==> src/rtl/l2lu_pkg.sv <==
// Shared constants and types for the layer-2 lookup engine.
// Assumes 48-bit MAC addresses and a 2-bit aging timestamp.
package l2lu_pkg;
    localparam int MAC_W = 48;
    localparam int TS_W  = 2;
    // Destination used by IEEE 802.3x flow-control frames.
    localparam logic [MAC_W-1:0] PAUSE_DA = 48'h0180_C200_0001;

    typedef enum logic [1:0] {
        LU_IDLE,
        LU_SCAN,
        LU_UPD,
        LU_RSP
    } lu_state_e;
endpackage

==> src/rtl/l2lu_static_tbl.sv <==
// Host-written forwarding table, searched in parallel.
// Each entry holds a MAC, an egress mask, a FID-qualify flag and a FID.
// Assumes writes arrive from the host side and the key is stable while used.
// The lowest-index matching entry wins.
module l2lu_static_tbl
    import l2lu_pkg::*;
#(
    parameter int DEPTH  = 8,
    parameter int NPORTS = 5,
    parameter int FID_W  = 4
) (
    input  logic                     clk,
    input  logic                     rst_n,
    input  logic                     wr_en,
    input  logic [$clog2(DEPTH)-1:0] wr_idx,
    input  logic                     wr_valid,
    input  logic [MAC_W-1:0]         wr_mac,
    input  logic [NPORTS-1:0]        wr_ports,
    input  logic                     wr_use_fid,
    input  logic [FID_W-1:0]         wr_fid,
    input  logic [MAC_W-1:0]         key_mac,
    input  logic [FID_W-1:0]         key_fid,
    output logic                     hit,
    output logic [NPORTS-1:0]        hit_ports
);
    localparam int IW = $clog2(DEPTH);

    logic [DEPTH-1:0]  v_q;
    logic [MAC_W-1:0]  mac_q   [DEPTH];
    logic [NPORTS-1:0] ports_q [DEPTH];
    logic [DEPTH-1:0]  usef_q;
    logic [FID_W-1:0]  fid_q   [DEPTH];
    logic [DEPTH-1:0]  match;

    for (genvar i = 0; i < DEPTH; i++) begin : g_ent
        // Entry storage: load or clear on a host write addressed here.
        always_ff @(posedge clk) begin
            if (!rst_n) begin
                v_q[i]     <= 1'b0;
                mac_q[i]   <= '0;
                ports_q[i] <= '0;
                usef_q[i]  <= 1'b0;
                fid_q[i]   <= '0;
            end else if (wr_en && wr_idx == IW'(i)) begin
                v_q[i]     <= wr_valid;
                mac_q[i]   <= wr_mac;
                ports_q[i] <= wr_ports;
                usef_q[i]  <= wr_use_fid;
                fid_q[i]   <= wr_fid;
            end
        end

        // Per-entry compare, FID only when the entry asks for it.
        assign match[i] = v_q[i] && (mac_q[i] == key_mac) &&
                          (!usef_q[i] || (fid_q[i] == key_fid));
    end

    // Priority select: scan downwards so the lowest index is left last.
    always_comb begin
        hit       = 1'b0;
        hit_ports = '0;
        for (int i = DEPTH - 1; i >= 0; i--) begin
            if (match[i]) begin
                hit       = 1'b1;
                hit_ports = ports_q[i];
            end
        end
    end
endmodule

==> src/rtl/l2lu_dyn_tbl.sv <==
// Learned address table with one read port, one write port and aging.
// Each entry: valid, MAC, FID, ingress port, 2-bit timestamp.
// A write stamps the entry with the current epoch. An aging tick bumps the
// epoch, and any valid entry trailing it by three is cleared the next cycle.
// A write to an entry takes priority over its eviction.
// Assumes the controller only writes free entries or the entry that hit.
module l2lu_dyn_tbl
    import l2lu_pkg::*;
#(
    parameter int DEPTH  = 16,
    parameter int NPORTS = 5,
    parameter int FID_W  = 4
) (
    input  logic                      clk,
    input  logic                      rst_n,
    input  logic                      age_tick,
    input  logic [$clog2(DEPTH)-1:0]  rd_idx,
    output logic                      rd_valid,
    output logic [MAC_W-1:0]          rd_mac,
    output logic [FID_W-1:0]          rd_fid,
    output logic [$clog2(NPORTS)-1:0] rd_port,
    input  logic                      wr_en,
    input  logic [$clog2(DEPTH)-1:0]  wr_idx,
    input  logic [MAC_W-1:0]          wr_mac,
    input  logic [FID_W-1:0]          wr_fid,
    input  logic [$clog2(NPORTS)-1:0] wr_port
);
    localparam int IW = $clog2(DEPTH);
    localparam int PW = $clog2(NPORTS);

    logic [TS_W-1:0]  epoch_q;
    logic [DEPTH-1:0] v_q;
    logic [MAC_W-1:0] mac_q  [DEPTH];
    logic [FID_W-1:0] fid_q  [DEPTH];
    logic [PW-1:0]    port_q [DEPTH];
    logic [TS_W-1:0]  ts_q   [DEPTH];
    logic [DEPTH-1:0] stale;

    // Global aging epoch, one step per tick.
    always_ff @(posedge clk) begin
        if (!rst_n)        epoch_q <= '0;
        else if (age_tick) epoch_q <= epoch_q + 1'b1;
    end

    for (genvar i = 0; i < DEPTH; i++) begin : g_ent
        assign stale[i] = (TS_W'(epoch_q - ts_q[i]) == {TS_W{1'b1}});

        // Entry storage: learn/refresh on write, evict when stale.
        always_ff @(posedge clk) begin
            if (!rst_n) begin
                v_q[i]    <= 1'b0;
                mac_q[i]  <= '0;
                fid_q[i]  <= '0;
                port_q[i] <= '0;
                ts_q[i]   <= '0;
            end else if (wr_en && wr_idx == IW'(i)) begin
                v_q[i]    <= 1'b1;
                mac_q[i]  <= wr_mac;
                fid_q[i]  <= wr_fid;
                port_q[i] <= wr_port;
                ts_q[i]   <= epoch_q;
            end else if (v_q[i] && stale[i]) begin
                v_q[i]    <= 1'b0;
            end
        end


        age_clear_chk: assert property (@(posedge clk) disable iff (!rst_n)
            (v_q[i] && stale[i] && !(wr_en && wr_idx == IW'(i))) |=> !v_q[i]);
    end

    // Read port for the linear scan.
    assign rd_valid = v_q[rd_idx];
    assign rd_mac   = mac_q[rd_idx];
    assign rd_fid   = fid_q[rd_idx];
    assign rd_port  = port_q[rd_idx];


    learn_rate_chk: assert property (@(posedge clk) disable iff (!rst_n)
        $countones(v_q) <= $countones($past(v_q)) + 1);


    no_overwrite_chk: assert property (@(posedge clk) disable iff (!rst_n)
        wr_en |-> (!v_q[wr_idx] ||
                   (mac_q[wr_idx] == wr_mac && fid_q[wr_idx] == wr_fid)));
endmodule

==> src/rtl/l2lu_ctrl.sv <==
// Lookup sequencer. It accepts one request, drops bad or PAUSE frames at
// once, and otherwise scans the learned table one entry per cycle. Along
// the way it records the first destination hit, the first source hit and the
// first free slot. It then learns or refreshes the source, resolves the
// egress mask and holds it until accepted.
// Assumes req_port < NPORTS and that the host table key follows da_q/fid_q.
module l2lu_ctrl
    import l2lu_pkg::*;
#(
    parameter int DEPTH  = 16,
    parameter int NPORTS = 5,
    parameter int FID_W  = 4
) (
    input  logic                      clk,
    input  logic                      rst_n,
    input  logic                      req_valid,
    output logic                      req_ready,
    input  logic [MAC_W-1:0]          req_da,
    input  logic [MAC_W-1:0]          req_sa,
    input  logic [$clog2(NPORTS)-1:0] req_port,
    input  logic [FID_W-1:0]          req_fid,
    input  logic                      req_err,
    output logic                      rsp_valid,
    input  logic                      rsp_ready,
    output logic [NPORTS-1:0]         rsp_ports,
    output logic [MAC_W-1:0]          key_da,
    output logic [FID_W-1:0]          key_fid,
    input  logic                      st_hit,
    input  logic [NPORTS-1:0]         st_ports,
    output logic [$clog2(DEPTH)-1:0]  rd_idx,
    input  logic                      rd_valid,
    input  logic [MAC_W-1:0]          rd_mac,
    input  logic [FID_W-1:0]          rd_fid,
    input  logic [$clog2(NPORTS)-1:0] rd_port,
    output logic                      wr_en,
    output logic [$clog2(DEPTH)-1:0]  wr_idx,
    output logic [MAC_W-1:0]          wr_mac,
    output logic [FID_W-1:0]          wr_fid,
    output logic [$clog2(NPORTS)-1:0] wr_port
);
    localparam int IW = $clog2(DEPTH);
    localparam int PW = $clog2(NPORTS);
    localparam logic [IW-1:0] LAST = IW'(DEPTH - 1);

    lu_state_e         state_q;
    logic [MAC_W-1:0]  da_q, sa_q;
    logic [PW-1:0]     sport_q;
    logic [FID_W-1:0]  fid_q;
    logic              bad_q;
    logic [IW-1:0]     idx_q;
    logic              dah_q, sah_q, frh_q;
    logic [PW-1:0]     daport_q;
    logic [IW-1:0]     saidx_q, fridx_q;
    logic [NPORTS-1:0] ports_q;
    logic              da_m, sa_m, free_m;
    logic [NPORTS-1:0] resolved;

    // Compare the entry under the scan pointer with both keys.
    assign da_m   = rd_valid && rd_mac == da_q && rd_fid == fid_q;
    assign sa_m   = rd_valid && rd_mac == sa_q && rd_fid == fid_q;
    assign free_m = !rd_valid;

    // Host hit first, then learned hit, otherwise flood minus ingress.
    always_comb begin
        if (st_hit)     resolved = st_ports;
        else if (dah_q) resolved = NPORTS'(1) << daport_q;
        else            resolved = {NPORTS{1'b1}} & ~(NPORTS'(1) << sport_q);
    end

    // Main sequencer: capture, scan, update, respond.
    always_ff @(posedge clk) begin
        if (!rst_n) begin
            state_q  <= LU_IDLE;
            da_q     <= '0;
            sa_q     <= '0;
            sport_q  <= '0;
            fid_q    <= '0;
            bad_q    <= 1'b0;
            idx_q    <= '0;
            dah_q    <= 1'b0;
            sah_q    <= 1'b0;
            frh_q    <= 1'b0;
            daport_q <= '0;
            saidx_q  <= '0;
            fridx_q  <= '0;
            ports_q  <= '0;
        end else begin
            case (state_q)
                LU_IDLE: begin
                    if (req_valid) begin
                        da_q    <= req_da;
                        sa_q    <= req_sa;
                        sport_q <= req_port;
                        fid_q   <= req_fid;
                        bad_q   <= req_err || (req_da == PAUSE_DA);
                        idx_q   <= '0;
                        dah_q   <= 1'b0;
                        sah_q   <= 1'b0;
                        frh_q   <= 1'b0;
                        ports_q <= '0;
                        state_q <= (req_err || req_da == PAUSE_DA) ? LU_RSP : LU_SCAN;
                    end
                end
                LU_SCAN: begin
                    if (da_m && !dah_q) begin
                        dah_q    <= 1'b1;
                        daport_q <= rd_port;
                    end
                    if (sa_m && !sah_q) begin
                        sah_q   <= 1'b1;
                        saidx_q <= idx_q;
                    end
                    if (free_m && !frh_q) begin
                        frh_q   <= 1'b1;
                        fridx_q <= idx_q;
                    end
                    idx_q <= idx_q + 1'b1;
                    if (idx_q == LAST) state_q <= LU_UPD;
                end
                LU_UPD: begin
                    ports_q <= resolved;
                    state_q <= LU_RSP;
                end
                LU_RSP: begin
                    if (rsp_ready) state_q <= LU_IDLE;
                end
                default: state_q <= LU_IDLE;
            endcase
        end
    end

    assign req_ready = (state_q == LU_IDLE);
    assign rsp_valid = (state_q == LU_RSP);
    assign rsp_ports = ports_q;
    assign key_da    = da_q;
    assign key_fid   = fid_q;
    assign rd_idx    = idx_q;

    // Learn into a free slot, or refresh the slot that hit.
    assign wr_en   = (state_q == LU_UPD) && (sah_q || frh_q);
    assign wr_idx  = sah_q ? saidx_q : fridx_q;
    assign wr_mac  = sa_q;
    assign wr_fid  = fid_q;
    assign wr_port = sport_q;


    rsp_hold_chk: assert property (@(posedge clk) disable iff (!rst_n)
        (rsp_valid && !rsp_ready) |=> (rsp_valid && $stable(rsp_ports)));


    bad_drop_chk: assert property (@(posedge clk) disable iff (!rst_n)
        ($rose(rsp_valid) && bad_q) |-> (rsp_ports == '0));
endmodule

==> src/rtl/l2_lookup_engine.sv <==
// Top of the layer-2 lookup and learning engine: wires the sequencer to the
// host table and the learned table.
// Assumes ports are numbered 0..NPORTS-1 and one request is in flight.
module l2_lookup_engine
    import l2lu_pkg::*;
#(
    parameter int NPORTS   = 5,
    parameter int DYN_DEPTH = 16,
    parameter int ST_DEPTH = 8,
    parameter int FID_W    = 4,
    localparam int PW      = $clog2(NPORTS),
    localparam int SIW     = $clog2(ST_DEPTH)
) (
    input  logic              clk,
    input  logic              rst_n,
    input  logic              req_valid,
    output logic              req_ready,
    input  logic [47:0]       req_da,
    input  logic [47:0]       req_sa,
    input  logic [PW-1:0]     req_port,
    input  logic [FID_W-1:0]  req_fid,
    input  logic              req_err,
    output logic              rsp_valid,
    input  logic              rsp_ready,
    output logic [NPORTS-1:0] rsp_ports,
    input  logic              st_we,
    input  logic [SIW-1:0]    st_idx,
    input  logic              st_valid,
    input  logic [47:0]       st_mac,
    input  logic [NPORTS-1:0] st_ports,
    input  logic              st_use_fid,
    input  logic [FID_W-1:0]  st_fid,
    input  logic              age_tick
);
    localparam int IW = $clog2(DYN_DEPTH);

    logic [MAC_W-1:0]  key_da;
    logic [FID_W-1:0]  key_fid;
    logic              s_hit;
    logic [NPORTS-1:0] s_ports;
    logic [IW-1:0]     rd_idx, wr_idx;
    logic              rd_valid, wr_en;
    logic [MAC_W-1:0]  rd_mac, wr_mac;
    logic [FID_W-1:0]  rd_fid, wr_fid;
    logic [PW-1:0]     rd_port, wr_port;

    l2lu_ctrl #(.DEPTH(DYN_DEPTH), .NPORTS(NPORTS), .FID_W(FID_W)) u_ctrl (
        .clk(clk), .rst_n(rst_n),
        .req_valid(req_valid), .req_ready(req_ready),
        .req_da(req_da), .req_sa(req_sa), .req_port(req_port),
        .req_fid(req_fid), .req_err(req_err),
        .rsp_valid(rsp_valid), .rsp_ready(rsp_ready), .rsp_ports(rsp_ports),
        .key_da(key_da), .key_fid(key_fid),
        .st_hit(s_hit), .st_ports(s_ports),
        .rd_idx(rd_idx), .rd_valid(rd_valid), .rd_mac(rd_mac),
        .rd_fid(rd_fid), .rd_port(rd_port),
        .wr_en(wr_en), .wr_idx(wr_idx), .wr_mac(wr_mac),
        .wr_fid(wr_fid), .wr_port(wr_port)
    );

    l2lu_static_tbl #(.DEPTH(ST_DEPTH), .NPORTS(NPORTS), .FID_W(FID_W)) u_stat (
        .clk(clk), .rst_n(rst_n),
        .wr_en(st_we), .wr_idx(st_idx), .wr_valid(st_valid),
        .wr_mac(st_mac), .wr_ports(st_ports), .wr_use_fid(st_use_fid),
        .wr_fid(st_fid), .key_mac(key_da), .key_fid(key_fid),
        .hit(s_hit), .hit_ports(s_ports)
    );

    l2lu_dyn_tbl #(.DEPTH(DYN_DEPTH), .NPORTS(NPORTS), .FID_W(FID_W)) u_dyn (
        .clk(clk), .rst_n(rst_n), .age_tick(age_tick),
        .rd_idx(rd_idx), .rd_valid(rd_valid), .rd_mac(rd_mac),
        .rd_fid(rd_fid), .rd_port(rd_port),
        .wr_en(wr_en), .wr_idx(wr_idx), .wr_mac(wr_mac),
        .wr_fid(wr_fid), .wr_port(wr_port)
    );
endmodule

==> config.mk <==
export PLATFORM = sky130hd
export DESIGN_NAME = l2_lookup_engine
export DESIGN_NICKNAME = d
export VERILOG_FILES = /design/src/rtl/l2lu_pkg.sv /design/src/rtl/l2lu_static_tbl.sv /design/src/rtl/l2lu_dyn_tbl.sv /design/src/rtl/l2lu_ctrl.sv /design/src/rtl/l2_lookup_engine.sv
export SDC_FILE = /design/constraint.sdc
export NUM_CORES = 2
export LEC_CHECK = 0
export ABC_CLOCK_PERIOD_IN_PS = 6700
export BUFFER_PORTS_ARGS = -buffer_cell sky130_fd_sc_hd__buf_4
export CORE_MARGIN = 1.5
export CORE_UTILIZATION = 50
export DETAILED_ROUTE_END_ITERATION = 7
export GPL_ROUTABILITY_DRIVEN = 0
export PLACE_DENSITY = 0.64
export SYNTH_ARGS = -nofsm -noshare
export SYNTH_HDL_FRONTEND = slang
export SYNTH_HIERARCHICAL = 1
export SYNTH_SLANG_ARGS = --single-unit
==> constraint.sdc <==
create_clock -name clk -period 6.7 [get_ports clk]
set_input_delay 0.67 -clock clk [delete_from_list [all_inputs] [get_ports clk]]
set_output_delay 0.67 -clock clk [all_outputs]
set_load 0.01 [all_outputs]
==> metrics <==
WL per Instance=31.5 um; total grt overflow=0; critical path type=flop to flop; Clock Sinks=1530; FILL cells=11100; Nets=5418; vias per inst=6.13; vias in the first global route=42200; setup TNS=0 ps; max cap viols=1; f_max=216 MHz; Period Utilization, post-route=69.1%; first-pass GRT wire length=319 mm; class of the worst hold path=primary input to flop; most frequent cells in the layout=1368 x edfxtp_1, 1356 x and2_1, 328 x buf_4, 284 x nand2_1, 264 x xor2_1; placed insts=6935; crit-path cells=xor2_1 > nor4_1 > nand3_1 > a2111o_1 > nor3b_1 > a21o_1 > o41ai_1 > nand2_1 > o21ai_0 > a22oi_1 > nor2_1; die width=379 um; syn_nets=5309; Util after Layout=57.0%; Slew @ Worst Pin=1490 ps; synth warn=6; final hold vios=0; Area Overhead vs Synth=13.0%; CTS tree=yes; failing checks=max-capacitance violations, max-slew violations; Post-synth EDFFs=1368; Setup violations, final=0; H-tree depth=4; worst-skew pair later-pin latency=830 ps; syn avg cell area=13.8 um^2; Lkg Pwr=28.9 nW; P per Cell Area=311 nW/um^2; Worst slew margin=-0.450%; Critical Path AT=5360 ps; CP max FO=10; total vias in the final route=44400; synthesized area=70500 um^2; Detail Route Antenna Nets=0; ys async rst share=0%; most used flip-flop cell after synthesis=edfxtp_1; router iterations before antenna repair=6; worst r2r src=u_ctrl/key_da[24]$_SDFFE_PN0P_; Initial Util=50.5%; Setup crit end=u_ctrl/rsp_ports[0]$_SDFFE_PN0P_; Routed Wire Length=228 mm; FF-to-FF path depth=11; Synth Register Bits=1530; reg2reg end=u_ctrl/rsp_ports[0]$_SDFFE_PN0P_; share of cells above drive strength 1=16.6%; Die Area=143000 um^2; Tmin final=4630 ps; dpl hpwl=140 mm; Layout Skew=33.7 ps; maximum VDD drop=229 uV; CP required=7430 ps; pin count of the biggest net entering global routing=67; max incr delay on CP=1250 ps; Post-Syn Instances=5116; Slowest cell on crit path=nor4_1; commonest non-fill, non-tap cell in the layout=edfxtp_1; core area=140000 um^2; hold_buf cts=0; R2R Setup Slk=2070 ps; DRC viols=0; unrepaired setup endpoints after global routing=false; root buffer cell=clkbuf_16; Total GRT Usage=31.9%; crit path from=u_ctrl/key_da[24]$_SDFFE_PN0P_; CP Capture Type=flop; postcts setup bufs=0; Worst-path clk slew=60 ps; CTS resizes=0; fin. max-slew vios=1; Non-Filler Instances=7241; worst hold slack=102 ps; Seq/Total Area, Yosys=62.8%; PortBufs=178; starting DRC count in detailed routing=6992; initial antenna violation count=26; Worst setup SP type=flop; Std-Cell Rows=137; status=complete, but fails checks; cts bufs inserted=164; Clock Tree Buf Depth=3; Die Y=379 um; io pins=179; Netlist cell types=80
## synth_stat cells (21+ instances only)
cell         n  area [um^2]
edfxtp_1  1368        41100
and2_1    1358         8500
nand2_1    285         1070
clkbuf_1   268         1010
xor2_1     264         2310
mux4_2     224         5040
xnor2_1    202         1770
dfxtp_1    162         3240
a21oi_1    133          666
a22oi_1    123          923
buf_2       84          420
nor4_1      77          482
nand4_1     72          450
inv_1       61          229
nor2_1      55          206
o21ai_0     51          255
nor3_1      32          160
a22o_1      21          184
ha_1        21          263
## power breakdown
part | switching, mW | internal (mW)
logic | 2.52 | 1.50
registers | 0.620 | 10.9
clock network | 3.89 | 5.37
total | 7.02 | 17.8
## registers in the layout, summed over array words and instances (netlist names), 8 cells and up
register	cells
u_dyn/mac_q	768
u_stat/mac_q	384
u_dyn/fid_q	64
u_ctrl/key_da	48
u_ctrl/wr_mac	48
u_dyn/port_q	48
u_stat/ports_q	40
u_dyn/ts_q	32
u_stat/fid_q	32
u_dyn/v_q	16
u_stat/usef_q	8
u_stat/v_q	8
## kinds of logic (layout without fill, tap and decap cells)
group,count (synthesis),after routing,synth area share [%]
xor+xnor,483,483,6.34
buf+inv,462,710,2.88
flops,1530,1530,62.8
fa+ha+maj,21,21,0.372
other cells,0,1,0
compound gates,421,421,3.98
simple gates,1965,1965,16.3
mux,234,234,7.30
## metal layers
metal	share of wire, %	GRT usage (%)
met5	0	0
met2	45	47.9
met3	12	7.18
met1	40	45.5
met4	3.9	12.0
## worst min path at each step
| stage | start | endpoint | cells past startpoint |
|---|---|---|---|
| final | req_sa[0] | u_ctrl/wr_mac[0]$_SDFFE_PN0P_ | 3 |
| after global routing | req_sa[0] | u_ctrl/wr_mac[0]$_SDFFE_PN0P_ | 3 |
| after CTS | req_sa[0] | u_ctrl/wr_mac[0]$_SDFFE_PN0P_ | 3 |
| after detailed placement | u_ctrl/key_da[4]$_SDFFE_PN0P_ | u_ctrl/key_da[4]$_SDFFE_PN0P_ | 2 |
| after global placement | u_ctrl/key_da[14]$_SDFFE_PN0P_ | u_ctrl/key_da[14]$_SDFFE_PN0P_ | 2 |
| after floorplan | u_stat/v_q[3]$_SDFFE_PN0P_ | u_stat/v_q[3]$_SDFFE_PN0P_ | 1 |
## metrics by stage
| stage | setup slack [ps] | power (mW) | area, um^2 |
|---|---|---|---|
| 2_1_floorplan | 652 | 14.0 | 70500 |
| 3_3_place_gp | 2240 | 15.6 | 74200 |
| 3_5_place_dp | 2270 | 15.6 | 74200 |
| 4_1_cts | 2260 | 24.8 | 79700 |
| 5_1_grt | 2030 | 25.4 | 79700 |
| 6_report | 2070 | 24.8 | 79700 |
## final cells by class
class | instances | area [um^2] | area share [%]
repair buffers | 336 | 2620 | 3.29
clock buffers | 225 | 4660 | 5.85
inverters | 69 | 262 | 0.328
diodes | 1 | 2.50 | 0.00314
clock inverters | 80 | 861 | 1.08
well taps | 1876 | 2350 | 2.95
multi-input cells | 3124 | 24600 | 30.9
flip-flops and latches | 1530 | 44300 | 55.6
## worst max-delay path: cells and delay by family (launching register included)
family           cells  cell delay (ps)
XOR/XNOR             1              150
AND/OR/NAND/NOR      5             1890
AO/OA/AOI/OAI        5             1280
flip-flops           1             1190
(Power assumes the default switching activity.)
